### src/rtl/matidx_pkg.sv
package matidx_pkg;

  // Strobes from the control FSM to the datapath.
  typedef struct packed {
    logic load;     // capture sizes and bases, clear counters
    logic advance;  // move to the next step (never on the final one)
    logic finish;   // step taken on the final step
  } seqStrobes_t;

  typedef enum logic {
    ST_IDLE = 1'b0,
    ST_RUN  = 1'b1
  } seqState_t;

endpackage

### src/rtl/matidx_ctrl.sv
module matidx_ctrl
  import matidx_pkg::*;
(
  input  logic        clk,
  input  logic        rstN,
  input  logic        start,
  input  logic        step,
  input  logic        isLast,
  output seqStrobes_t strobes,
  output logic        active
);

  seqState_t state;

  assign active = (state == ST_RUN);

  always_comb begin
    strobes         = '0;
    strobes.load    = start && !active;
    strobes.advance = step && active && !isLast;
    strobes.finish  = step && active && isLast;
  end

  always_ff @(posedge clk or negedge rstN) begin
    if (!rstN) begin
      state <= ST_IDLE;
    end else begin
      case (state)
        ST_IDLE: if (strobes.load)   state <= ST_RUN;
        ST_RUN:  if (strobes.finish) state <= ST_IDLE;
        default: state <= ST_IDLE;
      endcase
    end
  end

  // a step on the final step ends the run
  a_r8_finish_to_idle: assert property (@(posedge clk) disable iff (!rstN)
    (step && active && isLast) |=> !active);

  // a start strobe during a run does not restart or stop it
  a_r9_start_ignored_when_run: assert property (@(posedge clk) disable iff (!rstN)
    (active && start && !step) |=> active);

endmodule

### src/rtl/matidx_dp.sv
module matidx_dp
  import matidx_pkg::*;
#(
  parameter int MAX_DIM = 64,
  parameter int DIN_W   = 8,
  parameter int BASE_W  = 12
) (
  input  logic                clk,
  input  logic                rstN,
  input  seqStrobes_t         strobes,
  input  logic [DIN_W-1:0]    dimXIn,
  input  logic [DIN_W-1:0]    dimYIn,
  input  logic [DIN_W-1:0]    dimZIn,
  input  logic [BASE_W-1:0]   baseXIn,
  input  logic [BASE_W-1:0]   baseYIn,
  input  logic [BASE_W-1:0]   baseZIn,
  output logic [((($clog2(MAX_DIM*MAX_DIM) > BASE_W) ? $clog2(MAX_DIM*MAX_DIM) : BASE_W) + 1)-1:0] idxX,
  output logic [((($clog2(MAX_DIM*MAX_DIM) > BASE_W) ? $clog2(MAX_DIM*MAX_DIM) : BASE_W) + 1)-1:0] idxY,
  output logic [((($clog2(MAX_DIM*MAX_DIM) > BASE_W) ? $clog2(MAX_DIM*MAX_DIM) : BASE_W) + 1)-1:0] idxZ,
  output logic [$clog2(MAX_DIM*MAX_DIM*MAX_DIM+1)-1:0] stepCnt,
  output logic [$clog2(MAX_DIM*MAX_DIM*MAX_DIM+1)-1:0] vecLen,
  output logic                isLast
);

  localparam int DIM_W = $clog2(MAX_DIM + 1);
  localparam int IDX_W = $clog2(MAX_DIM * MAX_DIM);
  localparam int OUT_W = ((IDX_W > BASE_W) ? IDX_W : BASE_W) + 1;
  localparam int VL_W  = $clog2(MAX_DIM * MAX_DIM * MAX_DIM + 1);

  function automatic logic [DIM_W-1:0] clampDim(input logic [DIN_W-1:0] raw);
    if (raw == '0 || raw > DIN_W'(MAX_DIM)) return DIM_W'(1);
    return DIM_W'(raw);
  endfunction

  logic [DIM_W-1:0]  xDimN, yDimN, zDimN;
  logic [DIM_W-1:0]  xDim, yDim, zDim;
  logic [DIM_W-1:0]  cCnt, rCnt, kCnt;
  logic [IDX_W-1:0]  xRowOff;   // r*zDim
  logic [IDX_W-1:0]  yRowOff;   // k*xDim
  logic [IDX_W-1:0]  zRowOff;   // r*xDim
  logic [BASE_W-1:0] baseXr, baseYr, baseZr;
  logic              cWrap, rWrap;

  assign xDimN = clampDim(dimXIn);
  assign yDimN = clampDim(dimYIn);
  assign zDimN = clampDim(dimZIn);

  assign cWrap  = (cCnt == xDim - DIM_W'(1));
  assign rWrap  = (rCnt == yDim - DIM_W'(1));
  assign isLast = (stepCnt == vecLen - VL_W'(1));

  always_ff @(posedge clk or negedge rstN) begin
    if (!rstN) begin
      xDim    <= DIM_W'(1);
      yDim    <= DIM_W'(1);
      zDim    <= DIM_W'(1);
      vecLen  <= VL_W'(1);
      baseXr  <= '0;
      baseYr  <= '0;
      baseZr  <= '0;
      cCnt    <= '0;
      rCnt    <= '0;
      kCnt    <= '0;
      xRowOff <= '0;
      yRowOff <= '0;
      zRowOff <= '0;
      stepCnt <= '0;
    end else if (strobes.load) begin
      xDim    <= xDimN;
      yDim    <= yDimN;
      zDim    <= zDimN;
      vecLen  <= VL_W'(xDimN) * VL_W'(yDimN) * VL_W'(zDimN);
      baseXr  <= baseXIn;
      baseYr  <= baseYIn;
      baseZr  <= baseZIn;
      cCnt    <= '0;
      rCnt    <= '0;
      kCnt    <= '0;
      xRowOff <= '0;
      yRowOff <= '0;
      zRowOff <= '0;
      stepCnt <= '0;
    end else if (strobes.advance) begin
      stepCnt <= stepCnt + VL_W'(1);
      if (!cWrap) begin
        cCnt <= cCnt + DIM_W'(1);
      end else begin
        cCnt <= '0;
        if (!rWrap) begin
          rCnt    <= rCnt + DIM_W'(1);
          xRowOff <= xRowOff + IDX_W'(zDim);
          zRowOff <= zRowOff + IDX_W'(xDim);
        end else begin
          rCnt    <= '0;
          xRowOff <= '0;
          zRowOff <= '0;
          kCnt    <= kCnt + DIM_W'(1);
          yRowOff <= yRowOff + IDX_W'(xDim);
        end
      end
    end
  end

  assign idxX = OUT_W'(baseXr) + OUT_W'(xRowOff) + OUT_W'(kCnt);
  assign idxY = OUT_W'(baseYr) + OUT_W'(yRowOff) + OUT_W'(cCnt);
  assign idxZ = OUT_W'(baseZr) + OUT_W'(zRowOff) + OUT_W'(cCnt);

  // captured sizes always lie in 1..MAX_DIM
  a_r1_dim_range: assert property (@(posedge clk) disable iff (!rstN)
    (xDim >= DIM_W'(1)) && (xDim <= DIM_W'(MAX_DIM)) &&
    (yDim >= DIM_W'(1)) && (yDim <= DIM_W'(MAX_DIM)) &&
    (zDim >= DIM_W'(1)) && (zDim <= DIM_W'(MAX_DIM)));

  // loop counters stay inside their dimensions
  a_r3_counter_range: assert property (@(posedge clk) disable iff (!rstN)
    (cCnt < xDim) && (rCnt < yDim) && (kCnt < zDim));

  // a load clears the step count and all loop counters
  a_r2_load_clears: assert property (@(posedge clk) disable iff (!rstN)
    strobes.load |=> (stepCnt == '0) && (cCnt == '0) && (rCnt == '0) && (kCnt == '0));

  // an advance raises the step count by one
  a_r6_step_increment: assert property (@(posedge clk) disable iff (!rstN)
    strobes.advance |=> (stepCnt == $past(stepCnt) + VL_W'(1)));

  // row offsets are zero whenever the row counter is zero
  a_r4_row_offset_zero: assert property (@(posedge clk) disable iff (!rstN)
    (rCnt == '0) |-> (xRowOff == '0) && (zRowOff == '0));

endmodule

### src/rtl/matidx_seq.sv
module matidx_seq
  import matidx_pkg::*;
#(
  parameter int MAX_DIM = 64,
  parameter int DIN_W   = 8,
  parameter int BASE_W  = 12
) (
  input  logic              clk,
  input  logic              rstN,
  input  logic              start,
  input  logic              step,
  input  logic [DIN_W-1:0]  dimX,
  input  logic [DIN_W-1:0]  dimY,
  input  logic [DIN_W-1:0]  dimZ,
  input  logic [BASE_W-1:0] baseX,
  input  logic [BASE_W-1:0] baseY,
  input  logic [BASE_W-1:0] baseZ,
  output logic [((($clog2(MAX_DIM*MAX_DIM) > BASE_W) ? $clog2(MAX_DIM*MAX_DIM) : BASE_W) + 1)-1:0] idxX,
  output logic [((($clog2(MAX_DIM*MAX_DIM) > BASE_W) ? $clog2(MAX_DIM*MAX_DIM) : BASE_W) + 1)-1:0] idxY,
  output logic [((($clog2(MAX_DIM*MAX_DIM) > BASE_W) ? $clog2(MAX_DIM*MAX_DIM) : BASE_W) + 1)-1:0] idxZ,
  output logic [$clog2(MAX_DIM*MAX_DIM*MAX_DIM+1)-1:0] stepCnt,
  output logic [$clog2(MAX_DIM*MAX_DIM*MAX_DIM+1)-1:0] vecLen,
  output logic              lastStep,
  output logic              active
);

  seqStrobes_t strobes;
  logic        isLast;

  matidx_ctrl u_ctrl (
    .clk     (clk),
    .rstN    (rstN),
    .start   (start),
    .step    (step),
    .isLast  (isLast),
    .strobes (strobes),
    .active  (active)
  );

  matidx_dp #(
    .MAX_DIM (MAX_DIM),
    .DIN_W   (DIN_W),
    .BASE_W  (BASE_W)
  ) u_dp (
    .clk     (clk),
    .rstN    (rstN),
    .strobes (strobes),
    .dimXIn  (dimX),
    .dimYIn  (dimY),
    .dimZIn  (dimZ),
    .baseXIn (baseX),
    .baseYIn (baseY),
    .baseZIn (baseZ),
    .idxX    (idxX),
    .idxY    (idxY),
    .idxZ    (idxZ),
    .stepCnt (stepCnt),
    .vecLen  (vecLen),
    .isLast  (isLast)
  );

  assign lastStep = isLast && active;

  // the final-step flag is only ever seen during a run
  a_r7_last_needs_active: assert property (@(posedge clk) disable iff (!rstN)
    lastStep |-> active);

  // while idle and not started, step count and indices hold
  a_r9_idle_hold: assert property (@(posedge clk) disable iff (!rstN)
    (!active && !start) |=> $stable(stepCnt) && $stable(idxX) && $stable(idxY) && $stable(idxZ));

endmodule

### config.mk
export PLATFORM = sky130hd
export DESIGN_NAME = matidx_seq
export DESIGN_NICKNAME = d
export VERILOG_FILES = /design/src/rtl/matidx_pkg.sv /design/src/rtl/matidx_ctrl.sv /design/src/rtl/matidx_dp.sv /design/src/rtl/matidx_seq.sv
export SDC_FILE = /design/constraint.sdc
export NUM_CORES = 1
export LEC_CHECK = 0
export ABC_AREA = 1
export BUFFER_PORTS_ARGS = -buffer_cell sky130_fd_sc_hd__buf_2
export CAP_MARGIN = 20
export CORE_MARGIN = 10
export CORE_UTILIZATION = 23
export CTS_CLUSTER_DIAMETER = 80
export DETAILED_ROUTE_END_ITERATION = 10
export PLACE_DENSITY_LB_ADDON = 0.2
export SLEW_MARGIN = 5
export SYNTH_ARGS = -nofsm -noshare
export SYNTH_HDL_FRONTEND = slang
export SYNTH_HIERARCHICAL = 1
export SYNTH_SLANG_ARGS = --single-unit
### constraint.sdc
create_clock -name clk -period 7.99 [get_ports clk]
set_input_delay 0.799 -clock clk [delete_from_list [all_inputs] [get_ports clk]]
set_output_delay 0.799 -clock clk [all_outputs]
set_load 0.05 [all_outputs]
==> run summary, run 1 <==
Clock-pin slew on the worst setup and hold paths: 0.07 ns
Post-synthesis cell count: 2002
Diodes inserted: 0
CP Class: in2reg
DP Cell Count: 3084
Placeable Area: 65700 µm²
WL final: 45.2 mm
Via count: 13600
Critical Path Most Common Cell: fa_1
FP Rows: 94
Vias per Instance: 4.33
Share of layout cells above drive strength 1: 0.217
Fin. Hold Viols: 0
Power density over the cells: 183 nW/µm²
Ports: 143
Slew @ Worst Pin: 0.825 ns
Worst-case clock buffer depth: 2
Mean Syn Cell Area: 7.61 µm²
Filler Cells Inserted: 7132
Final ANT Viol Nets: 0
Clock sink count: 153
P_leak: 9.97 nW
Die height: 277 µm
Mapped Area: 15200 µm²
CP max stage cell: fa_1
CTS tree: done
CTS Buf Count: 17
Fin crit share: 1.01
Area delta synth->final: 26.9%
First-pass GRT wire length: 74.7 mm
Relative slew slack: 0.450
Syn. warnings: 6
HP Class: in2async
Largest net degree at the start of global routing: 100
Reg2Reg Depth: 18
Initial antenna violation count: 0
Die W: 277 µm
Clock root cell: clkbuf_16
# H-tree levels: 4
Failing checks: negative setup slack
Run status: complete, but fails checks
Nets@finish: 2577
CP top delay family: adder cells
Pre-antenna DRT Iters: 5
Number of port buffers: 142
Worst-path maximum fanout: 4
Fin crit period: 8.03 ns
Max-cap check violation count: 0
Arrival time worst endpoint: 8.40 ns
RR Endpoint: u_dp/kCnt[6]$_DFFE_PN0P_
Dpl hpwl: 35.2 mm
Non-Filler Instances: 3141
Number of DRC markers in iteration 0: 651
Setup ws final: -0.0408 ns
Flop-to-flop setup slack: 3.42 ns
Global route overflow: 0
Max incr delay on CP: 0.56 ns
DRC viols: 0
Clk_lat worst skew: 0.48 ns
CP endpoint kind: register
Final instance area: 19300 µm²
Starting Density: 0.232
Gr usage total: 0.119
Fin. max-slew vios: 0
GP Congestion: 0.851
Die Area: 76900 µm²
RSZ-0062 raised after global routing: true
Max Clk Rate: 0.125 GHz
Worst Path Buf+Inv: 12
Vias in the first global route: 14400
Routed length per placed instance: 14.4 µm
VDD IR max: 178 µV
Syn nets: 2315
Reg-to-reg startpoint: u_dp/vecLen[0]$_DFFE_PN1P_
Layout Skew: 0.00771 ns
Crit start category: input port
Placement Cell Area: 17900 µm²
Final Setup Violations: 2
Worst Path Required: 8.36 ns
[worst max path at each step]
stage	start	depth (start not counted)	slack [ns]	endpoint
6_report	dimX[5]	44	-0.04	u_dp/vecLen[16]$_DFFE_PN0P_
5_1_grt	dimY[0]	41	-0.37	u_dp/vecLen[16]$_DFFE_PN0P_
4_1_cts	dimY[1]	41	0.001	u_dp/vecLen[16]$_DFFE_PN0P_
3_5_place_dp	dimX[3]	42	-0.70	u_dp/vecLen[15]$_DFFE_PN0P_
3_3_place_gp	dimY[4]	38	-0.57	u_dp/vecLen[15]$_DFFE_PN0P_
2_1_floorplan	dimX[3]	40	-0.09	u_dp/vecLen[16]$_DFFE_PN0P_
[per-stage QoR]
stage	hold WS, ns	worst slack (ns)	setup TNS [ns]	util	total power, mW
5_1_grt	0.227	-0.372	-1.95	0.294	3.81
6_report	0.227	-0.0408	-0.0665	0.294	3.54
2_1_floorplan	0.446	-0.0870	-0.158	-	2.24
3_3_place_gp	0.460	-0.569	-5.10	0.273	2.69
4_1_cts	0.206	0.00129	0	0.284	3.60
3_5_place_dp	0.468	-0.702	-5.63	0.273	2.71
[state kept, by name (all words and copies together) (netlist names), 12 cells and up]
name          cells
u_dp/zRowOff     12
u_dp/vecLen      19
u_dp/xRowOff     12
u_dp/yRowOff     12
u_dp/baseXr      12
u_dp/baseYr      12
u_dp/stepCnt     19
u_dp/baseZr      12
[cell type report]
class                      count  area [µm²]  area share
multi-input combinational   1540       10900       0.565
sequential                   153        3830       0.198
timing repair buffer         289        1910      0.0986
tap                          864        1080      0.0560
inverter                     263        1010      0.0521
clock buffer                  17         425      0.0220
clock inverter                15         156     0.00809
[power by group]
group	leakage [nW]	internal [mW]	total [mW]	switching, mW
sequential	1.97	0.860	1.01	0.147
clock	0.292	0.442	0.842	0.400
combinational	7.70	0.519	1.69	1.17
total	9.97	1.82	3.54	1.72
[placed cells by master, fill, tap and decap left out, types with 6 or more instances in the layout]
master,n
nor2_1,218
nand3_1,85
inv_1,230
nand2_4,7
nand2_2,19
ha_4,16
o21ai_1,27
nand2_1,489
nand3_2,21
o21ai_0,66
nand4_1,21
clkbuf_16,17
buf_2,135
buf_4,142
a31oi_1,6
nor3_1,18
a21o_1,7
nand3b_1,11
fa_1,109
inv_2,28
ha_1,123
xor2_1,79
inv_6,7
nor2_2,16
nor2_4,17
a21oi_2,9
a21oi_1,76
buf_6,9
or2_2,7
xnor2_1,42
dfrtp_1,149
[repair_timing]
action,in CTS,in global routing
resized for setup,17,120
setup endpoints to repair,5,12
pin swaps,20,61
cloned,0,0
setup buffers,14,12
hold buffers,0,0
[layer usage]
layer,vias up,GRT usage,wire length [µm]
li1,6868,-,-
met1,6546,0.142,20100
met2,161,0.216,23200
met3,37,0.0222,1320
met4,0,0.0315,631
met5,-,0,0
(Power assumes the default switching activity.)
==> inputs of run 2 (changes only) <==
- CTS_CLUSTER_DIAMETER: 80 -> unset
- SETUP_SLACK_MARGIN: unset -> 0.2
==> run summary, run 2 (synthesis gave the netlist of run 1 again) <==
Run status: complete, but fails checks
Failing checks: negative setup slack
Final Setup Violations: 2
Register area: 3830 µm²
Fin. max-slew vios: 0
CTS Buf Count: 17
Die height: 277 µm
Most common cell after layout, fill and taps aside: nand2_1
CP endpoint kind: register
Area of the multi-input gates: 10900 µm²
Vias in the first global route: 14300
Die W: 277 µm
Most frequent cells in the layout: nand2_1 (484), inv_1 (226), nor2_1 (213), dfrtp_1 (149), buf_4 (148)
Initial antenna violation count: 0
VDD IR max: 226 µV
Power density over the cells: 183 nW/µm²
Final Core Density: 0.295
Logic pwr share: 0.474
Int Power: 1.87 mW
# H-tree levels: 4
Global route overflow: 0
Non-Filler Instances: 3146
Grt met1 use: 0.141
Pre-antenna DRT Iters: 5
Nets@finish: 2582
Relative slew slack: 0.379
CTS tree: done
P_sw: 1.68 mW
Clk_lat worst skew: 0.47 ns
Placeable Area: 65700 µm²
Max Clk Rate: 0.125 GHz
Worst-case clock buffer depth: 2
Grt met2 use: 0.211
Reg power frac: 0.283
Number of port buffers: 142
Number of DRC markers in iteration 0: 614
CP max stage cell: fa_1
GR Util met3: 0.0202
DP Cell Count: 3082
Clock-pin slew on the worst setup and hold paths: 0.07 ns
Critical Path Most Common Cell: fa_1
HP Class: in2async
Share of layout cells above drive strength 1: 0.228
Fin crit share: 1.00
Vias per Instance: 4.34
Clock sink count: 153
Starting Density: 0.232
Setup ws final: -0.0270 ns
RSZ-0062 raised after global routing: true
Setup_tns: -0.0436 ns
Layout Skew: 0.0120 ns
Diodes inserted: 0
Ports: 143
Clock root cell: clkbuf_16
Crit start category: input port
Fin crit period: 8.02 ns
DRC viols: 0
P_leak: 10.0 nW
Largest registers: u_dp/stepCnt: 19 flops, u_dp/vecLen: 19 flops
WL final: 44.6 mm
Worst Path Required: 8.35 ns
CP Class: in2reg
Clock power frac: 0.243
Max-cap check violation count: 0
Gr busiest metal: met2
Final Power: 3.55 mW
Routed length per placed instance: 14.2 µm
First-pass GRT wire length: 74.0 mm
Reg2Reg Depth: 19
Area delta synth->final: 27.2%
Dpl hpwl: 34.5 mm
Max incr delay on CP: 0.56 ns
Largest net degree at the start of global routing: 87
Final ANT Viol Nets: 0
Fin. Hold Viols: 0
Sw Ratio: 0.473
Arrival time worst endpoint: 8.37 ns
Worst-path maximum fanout: 6
GP Congestion: 0.841
Gr usage total: 0.118
Die Area: 76900 µm²
FP Rows: 94
Via count: 13700
Slew @ Worst Pin: 0.931 ns
Filler Cells Inserted: 7108
[run 2: cell types whose count changed in the layout (fill, tap and decap cells not counted), sizes merged]
| cell | delta |
|---|---|
| inv | -7 |
| buf | +5 |
| clkbuf | +3 |
| clkinvlp | +3 |
| bufinv | +2 |
| clkinv | -1 |
[run 2: what timing repair did]
item | in CTS | in global routing
setup endpoints to repair | 9 | 12
gates resized for setup | 49 | 105
hold buffers | 0 | 0
setup buffers | 23 | 9
pin swaps | 36 | 53
[run 2: final timing paths]
path | endpoint | start | slack [ns]
min in group clk | u_dp/zDim[0]$_DFFE_PN1P_ | u_dp/zDim[0]$_DFFE_PN1P_ | 0.48
worst min-delay path | u_dp/baseYr[8]$_DFFE_PN0P_ | rstN | 0.39
worst min register to register | u_dp/zDim[0]$_DFFE_PN1P_ | u_dp/zDim[0]$_DFFE_PN1P_ | 0.48
worst max-delay path | u_dp/vecLen[16]$_DFFE_PN0P_ | dimX[4] | -0.03
worst max register to register | u_dp/kCnt[5]$_DFFE_PN0P_ | u_dp/vecLen[0]$_DFFE_PN1P_ | 3.44
max in group asynchronous | u_dp/vecLen[12]$_DFFE_PN0P_ | rstN | 6.10
[run 2: metrics by stage]
step | hold slack (ns) | setup slack, ns | instance area (µm²)
floorplan | 0.446 | -0.0870 | 15500
global placement | 0.461 | -0.564 | 17900
detailed placement | 0.468 | -0.641 | 17900
CTS | 0.416 | 0.0163 | 18900
global route | 0.447 | -0.382 | 19400
finish | 0.386 | -0.0270 | 19400
[run 2: cell type report]
class                           count  share of cell area
Timing Repair Buffer              294              0.0995
Tap cell                          864              0.0558
Clock inverter                     12             0.00852
Sequential cell                   153               0.198
Clock buffer                       20              0.0225
Multi-Input combinational cell   1540               0.564
Inverter                          263              0.0521
[run 2: worst max-delay path: cells and delay by family]
kind / cells / cell delay, ns
buffers and inverters: 12 / 0.91
xor gates and xnor gates: 1 / 0.15
AOI/OAI and AO/OA: 2 / 0.22
adders and majority gates: 10 / 4.68
and+or+nand+nor: 18 / 1.61
[run 2: power groups by stage]
stage	Sequential [mW]	Clock (mW)	Combinational (mW)
4_1_cts	1.01	0.911	1.69
5_1_grt	1.02	0.931	1.86
6_report	1.01	0.862	1.68
2_1_floorplan	1.07	0	1.17
3_5_place_dp	1.02	0	1.68
3_3_place_gp	1.02	0	1.66
[run 2: routing by layer]
metal / wire length (µm) / up-vias / share of wire
met3: 1480 / 31 / 0.033
met4: 648 / 0 / 0.015
met2: 22700 / 178 / 0.51
met5: 0 / - / 0
met1: 19700 / 6566 / 0.44
li1: - / 6875 / -
==> inputs of run 3 (changes only) <==
==> constraint.sdc (replaced) <==
create_clock -name clk -period 7.99 [get_ports clk]
set_input_delay 0.3995 -clock clk [delete_from_list [all_inputs] [get_ports clk]]
set_output_delay 0.3995 -clock clk [all_outputs]
set_load 0.05 [all_outputs]
==> run summary, run 3 (synthesis gave the netlist of run 1 again) <==
Worst-path maximum fanout: 5
Largest registers: u_dp/stepCnt: 19 flops, u_dp/vecLen: 19 flops
Worst Path Required: 8.36 ns
Setup WS pre-CTS: -0.318 ns
Die W: 277 µm
Relative slew slack: 0.447
Clock sink count: 153
Largest net degree at the start of global routing: 65
Sw Ratio: 0.472
Setup ws final: 0.304 ns
Vias in the first global route: 14400
First-pass GRT wire length: 74.3 mm
Final Setup Violations: 0
Clock power frac: 0.246
Routed length per placed instance: 14.2 µm
Hold wc startpoint: baseZ[8]
P_leak: 9.88 nW
Hold depth: 3
Fin. max-slew vios: 0
Clock-pin slew on the worst setup and hold paths: 0.07 ns
Flop-to-flop setup slack: 3.53 ns
Ports: 143
Share of layout cells above drive strength 1: 0.205
Logic pwr share: 0.471
Number of DRC markers in iteration 0: 539
Clock root cell: clkbuf_16
Worst-case clock buffer depth: 2
Hold Crit Endpoint: u_dp/baseZr[8]$_DFFE_PN0P_
GP Congestion: 0.850
# H-tree levels: 4
Number of port buffers: 142
CTS tree: done
VDD IR max: 177 µV
FP Rows: 94
Critical Path Most Common Cell: fa_1
Most frequent cells in the layout: nand2_1 (490), inv_1 (233), nor2_1 (220), dfrtp_1 (149), buf_2 (135)
Run status: completed
DRC viols: 0
RSZ-0062 raised after global routing: true
Max-cap check violation count: 0
HP Class: in2reg
Pre-antenna DRT Iters: 5
Arrival time worst endpoint: 8.05 ns
RR Endpoint: u_dp/kCnt[5]$_DFFE_PN0P_
CTS Buf Count: 17
Filler Cells Inserted: 7139
Max incr delay on CP: 0.54 ns
Int Power: 1.87 mW
Layout Skew: 0.0125 ns
Global route overflow: 0
Gr usage total: 0.118
P_sw: 1.68 mW
CP Class: in2reg
Most common cell after layout, fill and taps aside: nand2_1
CP max stage cell: fa_1
Fin crit share: 0.962
Die Area: 76900 µm²
Power density over the cells: 186 nW/µm²
Dpl hpwl: 35.3 mm
CP endpoint kind: register
Slew @ Worst Pin: 0.830 ns
Fin crit period: 7.69 ns
Clk_lat worst skew: 0.47 ns
Hold Slack: 0.130 ns
Reg power frac: 0.284
Area delta synth->final: 25.3%
WL final: 44.4 mm
Max Clk Rate: 0.130 GHz
Via count: 13500
Starting Density: 0.232
Vias per Instance: 4.33
Fin. Hold Viols: 0
Diodes inserted: 0
Die height: 277 µm
Reg-to-reg startpoint: u_dp/vecLen[0]$_DFFE_PN1P_
Placeable Area: 65700 µm²
Crit start category: input port
Initial antenna violation count: 0
Final ANT Viol Nets: 0
Reg2Reg Depth: 17
Nets@finish: 2558
-- run 3: cell types whose count changed in the layout (fill, tap and decap cells not counted), moves of 3 or more --
cell,change
inv_2,-6
nor2_1,+7
buf_6,-3
nor2_2,-6
nand2_1,+6
nand3_1,+4
o21ai_0,+3
nand2_2,-6
inv_1,+7
buf_4,-25
nand3_2,-4
-- run 3: worst max-delay path: cells and delay by family --
kind                     cells  cell delay [ns]
AND/OR/NAND/NOR             14             1.51
adder cells (fa/ha/maj)     10             4.30
AO/OA/AOI/OAI                4             0.65
XOR/XNOR                     1             0.11
buffers and inverters       12             1.10
-- run 3: layout make-up --
cell class / count / area [µm²] / share of cell area
Multi-Input combinational cell: 1540 / 10800 / 0.566
Tap cell: 864 / 1080 / 0.0566
Inverter: 263 / 1010 / 0.0528
Timing Repair Buffer: 270 / 1750 / 0.0915
Clock inverter: 12 / 163 / 0.00852
Clock buffer: 20 / 447 / 0.0234
Sequential cell: 153 / 3830 / 0.201
-- run 3: through the flow --
step                      utilization  cell area, µm²  total power [mW]  setup TNS (ns)  std cells
after global placement          0.272           17900              2.69          -0.795       3077
after global routing            0.290           19100              3.82         -0.0151       3122
after floorplan                     -           15400              2.24               0       2002
final                           0.290           19100              3.55               0       3122
after CTS                       0.281           18500              3.61               0       3110
after detailed placement        0.272           17900              2.70           -1.78       3077
-- run 3: worst max path at each step --
stage / start / end / slack (ns) / cells past startpoint
2_1_floorplan: dimX[3] / u_dp/vecLen[15]$_DFFE_PN0P_ / 0.22 / 39
3_3_place_gp: dimX[3] / u_dp/vecLen[16]$_DFFE_PN0P_ / -0.21 / 41
3_5_place_dp: dimX[3] / u_dp/vecLen[16]$_DFFE_PN0P_ / -0.32 / 41
4_1_cts: dimY[4] / u_dp/vecLen[16]$_DFFE_PN0P_ / 0.20 / 41
5_1_grt: dimY[5] / u_dp/vecLen[16]$_DFFE_PN0P_ / -0.02 / 41
6_report: dimY[0] / u_dp/vecLen[16]$_DFFE_PN0P_ / 0.30 / 41
-- run 3: layer usage --
layer,up-vias,share of wire,global-route usage
met5,-,0,0
met4,0,0.018,0.0340
met3,50,0.027,0.0219
met2,153,0.51,0.212
met1,6484,0.45,0.140
li1,6829,-,-
-- run 3: power groups by stage --
| stage | Sequential [mW] | Combinational [mW] | Clock, mW |
|---|---|---|---|
| detailed placement | 1.03 | 1.68 | 0 |
| global placement | 1.03 | 1.66 | 0 |
| CTS | 1.01 | 1.68 | 0.915 |
| global route | 1.03 | 1.85 | 0.939 |
| finish | 1.01 | 1.67 | 0.873 |
| floorplan | 1.07 | 1.17 | 0 |
-- run 3: what timing repair did --
action	4_1_cts	5_1_grt
hold buffers	1	0
setup endpoints to repair	0	12
setup buffers	0	12
hold endpoints to repair	38	0
resized for setup	0	125
